`src/rtl/dd_pkg.sv`:
```
package dd_pkg;

   // Code shown at one dither step: the higher code while step < fraction.
   function automatic logic [15:0] dd_pick(input logic [15:0] base_c,
                                           input logic [15:0] high_c,
                                           input logic [7:0]  step_idx,
                                           input logic [7:0]  frac_v);
      return (step_idx < frac_v) ? high_c : base_c;
   endfunction

endpackage

```
`src/rtl/dd_step_timer.sv`:
```
module dd_step_timer #(
   parameter int STEP_CYCLES = 2
) (
   input  logic clk,
   input  logic rst,
   output logic step_end,
   output logic strobe
);
   localparam int PRE_W = (STEP_CYCLES > 1) ? $clog2(STEP_CYCLES) : 1;
   localparam logic [PRE_W-1:0] PRE_LAST = PRE_W'(STEP_CYCLES - 1);

   logic [PRE_W-1:0] pre_q;

   initial begin
      assert (STEP_CYCLES >= 2) else $error("STEP_CYCLES must be at least 2");
   end

   assign step_end = (pre_q == PRE_LAST);

   always_ff @(posedge clk) begin
      if (rst) begin
         pre_q  <= '0;
         strobe <= 1'b0;
      end else begin
         pre_q  <= step_end ? '0 : pre_q + 1'b1;
         strobe <= (pre_q == '0);
      end
   end

   // strobe lasts one clock per step
   p_strobe_single_r7: assert property (@(posedge clk) disable iff (rst)
      strobe |=> !strobe);

   // a strobe is never high in the clock right after a step end
   p_strobe_after_edge_r7: assert property (@(posedge clk) disable iff (rst)
      $past(step_end) |-> !strobe);

endmodule

```
`src/rtl/dd_period_ctrl.sv`:
```
module dd_period_ctrl #(
   parameter int VAL_W  = 10,
   parameter int FRAC_W = 2
) (
   input  logic              clk,
   input  logic              rst,
   input  logic              step_end,
   input  logic              load_valid,
   input  logic [VAL_W-1:0]  load_value,
   output logic [VAL_W-1:0]  active_q,
   output logic [FRAC_W-1:0] phase_q,
   output logic [VAL_W-1:0]  active_nx,
   output logic [FRAC_W-1:0] phase_nx
);
   localparam logic [FRAC_W-1:0] PH_LAST = '1;

   logic [VAL_W-1:0] staged_q;
   logic             wrap;

   initial begin
      assert (FRAC_W >= 1 && FRAC_W <= 8) else $error("FRAC_W out of range");
      assert (VAL_W > FRAC_W) else $error("VAL_W must exceed FRAC_W");
   end

   assign wrap      = step_end && (phase_q == PH_LAST);
   assign phase_nx  = step_end ? phase_q + 1'b1 : phase_q;
   assign active_nx = !wrap      ? active_q   :
                      load_valid ? load_value : staged_q;

   always_ff @(posedge clk) begin
      if (rst) begin
         staged_q <= '0;
         active_q <= '0;
         phase_q  <= '0;
      end else begin
         if (load_valid) staged_q <= load_value;
         active_q <= active_nx;
         phase_q  <= phase_nx;
      end
   end

   // active value moves only at a period wrap
   p_hold_mid_period_r6: assert property (@(posedge clk) disable iff (rst)
      !$past(wrap) |-> $stable(active_q));

   // a period wrap always returns the phase to step 0
   p_wrap_to_zero_r2: assert property (@(posedge clk) disable iff (rst)
      $past(wrap) |-> (phase_q == '0));

endmodule

```
`src/rtl/dd_code_sel.sv`:
```
module dd_code_sel
   import dd_pkg::*;
#(
   parameter int CODE_W  = 8,
   parameter int FRAC_W  = 2,
   parameter bit SAT_TOP = 1'b1
) (
   input  logic                     clk,
   input  logic                     rst,
   input  logic                     step_end,
   input  logic [CODE_W+FRAC_W-1:0] active_nx,
   input  logic [FRAC_W-1:0]        phase_nx,
   output logic [CODE_W-1:0]        code_q
);
   localparam int VAL_W = CODE_W + FRAC_W;
   localparam logic [CODE_W-1:0] CODE_MAX = '1;

   logic [CODE_W-1:0] base_c;
   logic [CODE_W-1:0] high_c;
   logic [FRAC_W-1:0] frac_c;
   logic [15:0]       pick;

   initial begin
      assert (CODE_W >= 1 && CODE_W <= 16) else $error("CODE_W out of range");
   end

   assign base_c = active_nx[VAL_W-1:FRAC_W];
   assign frac_c = active_nx[FRAC_W-1:0];

   generate
      if (SAT_TOP) begin : g_sat
         assign high_c = (base_c == CODE_MAX) ? base_c : base_c + 1'b1;
      end else begin : g_wrap
         assign high_c = base_c + 1'b1;
      end
   endgenerate

   assign pick = dd_pick(16'(base_c), 16'(high_c), 8'(phase_nx), 8'(frac_c));

   always_ff @(posedge clk) begin
      if (rst) code_q <= '0;
      else if (step_end) code_q <= pick[CODE_W-1:0];
   end

   // code moves only on a step end
   p_code_hold_r2: assert property (@(posedge clk) disable iff (rst)
      !$past(step_end) |-> $stable(code_q));

endmodule

```
`src/rtl/dither_dac_codegen.sv`:
```
module dither_dac_codegen #(
   parameter int CODE_W      = 8,
   parameter int FRAC_W      = 2,
   parameter int STEP_CYCLES = 2,
   parameter bit SAT_TOP     = 1'b1
) (
   input  logic                     clk,
   input  logic                     rst,
   input  logic                     load_valid,
   input  logic [CODE_W+FRAC_W-1:0] load_value,
   output logic [CODE_W-1:0]        dac_code,
   output logic                     dac_strobe
);
   localparam int VAL_W = CODE_W + FRAC_W;
   localparam logic [CODE_W-1:0] CODE_MAX = '1;

   logic              step_end;
   logic [VAL_W-1:0]  active_q;
   logic [VAL_W-1:0]  active_nx;
   logic [FRAC_W-1:0] phase_q;
   logic [FRAC_W-1:0] phase_nx;

   dd_step_timer #(.STEP_CYCLES(STEP_CYCLES)) u_timer (
      .clk      (clk),
      .rst      (rst),
      .step_end (step_end),
      .strobe   (dac_strobe)
   );

   dd_period_ctrl #(.VAL_W(VAL_W), .FRAC_W(FRAC_W)) u_period (
      .clk        (clk),
      .rst        (rst),
      .step_end   (step_end),
      .load_valid (load_valid),
      .load_value (load_value),
      .active_q   (active_q),
      .phase_q    (phase_q),
      .active_nx  (active_nx),
      .phase_nx   (phase_nx)
   );

   dd_code_sel #(.CODE_W(CODE_W), .FRAC_W(FRAC_W), .SAT_TOP(SAT_TOP)) u_sel (
      .clk       (clk),
      .rst       (rst),
      .step_end  (step_end),
      .active_nx (active_nx),
      .phase_nx  (phase_nx),
      .code_q    (dac_code)
   );

   // DAC latches a settled code
   p_strobe_settled_r7: assert property (@(posedge clk) disable iff (rst)
      $rose(dac_strobe) |-> $stable(dac_code));

   // zero fraction: base code only
   p_zero_frac_r4: assert property (@(posedge clk) disable iff (rst)
      (active_q[FRAC_W-1:0] == '0) |-> (dac_code == active_q[VAL_W-1:FRAC_W]));

   generate
      if (SAT_TOP) begin : g_sat_chk
         // top base code never wraps
         p_top_saturates_r5: assert property (@(posedge clk) disable iff (rst)
            (active_q[VAL_W-1:FRAC_W] == CODE_MAX) |-> (dac_code == CODE_MAX));
      end
   endgenerate

endmodule

```
`config.mk`:
```
export PLATFORM = sky130hd
export DESIGN_NAME = dither_dac_codegen
export DESIGN_NICKNAME = d
export VERILOG_FILES = /design/src/rtl/dd_pkg.sv /design/src/rtl/dd_step_timer.sv /design/src/rtl/dd_period_ctrl.sv /design/src/rtl/dd_code_sel.sv /design/src/rtl/dither_dac_codegen.sv
export SDC_FILE = /design/constraint.sdc
export NUM_CORES = 1
export LEC_CHECK = 0
export ABC_AREA = 0
export BUFFER_PORTS_ARGS = -buffer_cell sky130_fd_sc_hd__buf_2
export CAP_MARGIN = 10
export CORE_MARGIN = 4
export CORE_UTILIZATION = 25
export CTS_CLUSTER_DIAMETER = 150
export DETAILED_ROUTE_END_ITERATION = 8
export PLACE_DENSITY = 0.47
export SLEW_MARGIN = 0
export SYNTH_ARGS = -nofsm -noshare
export SYNTH_HDL_FRONTEND = slang
export SYNTH_SLANG_ARGS = --single-unit
```
`constraint.sdc`:
```
create_clock -name clk -period 5.33 [get_ports clk]
set_input_delay 0.7995 -clock clk [delete_from_list [all_inputs] [get_ports clk]]
set_output_delay 0.7995 -clock clk [all_outputs]
set_load 0.005 [all_outputs]
```
==> metrics.md <==
| Metric | Value |
|---|---|
| Status | complete, no violations |
| Peak fanout along the critical path | 29 |
| Area leader, netlist | dfxtp_1 |
| Total congestion overflow | 0 |
| Hold buffer count at CTS | 0 |
| Vias in the first global route | 1040 |
| Most frequent cells in the layout | dfxtp_1 (32), nor2_1 (27), buf_2 (21) |
| Routed length per placed instance | ~12 um |
| Buffer depth of the longest clock path | 2 |
| # resized after CTS | 0 |
| Post-synthesis cell count | between 100 and 150 |
| Largest net degree at the start of global routing | 33 |
| Pwr Density | about 330 mW/mm2 |
| Hpwl dp | roughly 2000 um |
| Max_cap viols | 0 |
| Post-Syn Area | around 0.0014 mm2 |
| Most used DFF post-synth | dfxtp_1 |
| Slew Viols, Final | 0 |
| Setup tns final | 0 ns |
| Residual DRC | 0 |
| Synth unique cells | 31 |
| Data required time at the worst endpoint | ~5.5 ns |
| Final period util | 0.587 |
| Highest clock rate | 0.320 GHz |
| CP endpoint kind | flip-flop |
| Relative slew slack | 0.363 |
| CTS Root Buffer Type | clkbuf_8 |
| Initial Util | 0.262 |
| Post-Route WL | 2820 um |
| First-pass GRT wire length | 4770 um |
| CTS H-tree lvls | 2 |
| P&R area growth vs syn | 19.0% |
| Met2 Use GR | 0.137 |
| All-Layer GR Usage | 0.0942 |
| Initial antenna violation count | 0 |
| 1st-pass router iterations | 4 |
| Worst Hold Class | reg -> reg |
| IO Count | 22 |
| Post-DRT Antenna Nets | 0 |
| Design area | between 0.0015 and 0.002 mm2 |
| Synthesized flop and latch total | 32 |
| Total CTS buffers | 5 |
| M3 GR Usage | 0.0329 |
| Leak | just under 0.0007 uW |
| Die W | just over 80 um |
| GRT Max-Usage Layer | met2 |
| Top-area cell type share of the netlist area | 0.469 |
| Avg Cell Area, Syn | 9.55 um2 |
| GRT met1 Usage | 0.127 |
| DP Worst Slack | between 2 and 2.5 ns |
| Die area | approximately 0.0067 mm2 |
| Number of vias per cell | between 4 and 5 |
| Share of layout cells above drive strength 1 | 0.221 |
| Clock Latency Late Sink | between 0.2 and 0.3 ns |
| Clk_skew | 0.00611 ns |
| Ys Warns | 0 |
| Final Critical Period | roughly 3.1 ns |
| Setup Viol. Count Final | 0 |
| Top cells by area, synth | dfxtp_1 (47%), nor2_1 (7.4%), mux2i_1 (7.3%), a21oi_1 (4.8%), a211oi_1 (4.4%) |
| Max VDD drop | 0.000133 V |
| Most common cell after layout, fill and taps aside | dfxtp_1 |
| Final #Nets | around 180 |
| Clock slew at reported path FFs | 0.06 ns |
| TritonCTS Sinks | 32 |
| Synth async-reset ratio | 0 |
| Placed cell count | 225 |
| Crit Path Category | reg -> reg |
| PortBufs | 21 |
| Worst Setup Slack, final | around 2.2 ns |
| Syn_nets | 159 |
| Sequential area share after synthesis | 0.469 |
| Non-Filler Instances | approximately 230 |
| Final hold viol count | 0 |
| Critical Path AT | 3.26 ns |
| RSZ-0062 raised after global routing | no |
| Antenna cells | 0 |
| Gpl congestion | 0.799 |
| Post-CTS Setup Bufs | 0 |
| Die span in y | 81.9 um |
| Slew @ Worst Pin | 0.955 ns |
| Std-Cell Rows | 26 |
| CP startpoint kind | flip-flop |
| Number of synthesized flops with an enable pin | 0 |
| Placed cell areas | 0.00151 mm2 |
| Core Box Area | 0.00520 mm2 |
| TritonCTS clock tree | yes |
| Detailed Route Iter0 Violations | 38 |
| Vias | 1046 |
==> kinds of logic (layout without fill, tap and decap cells) <==
family | after synthesis | count (layout) | share of synthesized area
AND/OR/NAND/NOR | 44 | 44 | 0.158
AO/OA/AOI/OAI | 36 | 36 | 0.178
flip-flops | 32 | 32 | 0.469
multiplexers | 12 | 12 | 0.0897
buffers and inverters | 9 | 29 | 0.0330
XOR/XNOR | 7 | 7 | 0.0449
adder cells (fa/ha/maj) | 3 | 3 | 0.0275
==> state kept, by name (all words and copies together) (netlist names) <==
name and flops:
u_period.phase_q 2, u_timer.step_end 1, u_timer.strobe 1, u_period.staged_q 10
u_sel.code_q 8, u_period.active_q 10
==> report_power, final <==
group / internal (uW) / switching [uW] / total [uW]
Sequential: 250 / 8.06 / 258
Combinational: 21.3 / 25.3 / 46.6
Clock: 138 / 87.2 / 225
==> synth_stat cells (all sizes together), types with 2 or more instances <==
master,number
a211oi,8
a21o,6
a21oi,14
buf,4
clkbuf,5
dfxtp,32
ha,3
mux2,2
mux2i,10
nand3,2
nor2,27
nor2b,6
o211ai,3
o21ai,3
or4b,2
xnor2,4
xor2,3
==> stage by stage <==
step / power (uW) / util / hold slack (ns)
2_1_floorplan: 295 / - / 0.451
3_3_place_gp: 310 / 0.291 / 0.471
3_5_place_dp: 311 / 0.291 / 0.480
4_1_cts: 540 / 0.312 / 0.495
5_1_grt: 558 / 0.312 / 0.501
6_report: 530 / 0.312 / 0.480
==> critical path, stage by stage (launching register included) <==
cell and delay, ns:
dfxtp_1 0.95, a21oi_1 0.14, a21oi_1 0.30, ha_1 0.26, o211ai_1 0.11, or4b_4 0.54
or4b_1 0.52, nand3_1 0.09, a21oi_1 0.07
==> worst paths after layout <==
| path | start | endpoint | slack, ns | cells past startpoint |
|---|---|---|---|---|
| worst max register to register | u_timer.step_end | u_sel.code_q[6] | 2.20 | 8 |
| worst max-delay path | u_timer.step_end | u_sel.code_q[6] | 2.20 | 8 |
| worst min register to register | u_sel.code_q[6] | u_sel.code_q[6] | 0.48 | 2 |
| worst min-delay path | u_sel.code_q[6] | u_sel.code_q[6] | 0.48 | 2 |
==> area by class of cell <==
cell class | instances | area (um2)
clock buffers | 5 | 68.8
well taps | 70 | 87.6
repair buffers | 21 | 105
fillers | 575 | 3580
clock inverters | 3 | 42.5
flip-flops and latches | 32 | 641
multi-input cells | 102 | 681
==> per-layer routing <==
layer	share of wire	vias to the layer above
met5	0	-
met4	0.011	0
met3	0.055	5
met2	0.42	27
met1	0.51	479
li1	-	535
Power figures use the tool's default switching activity.
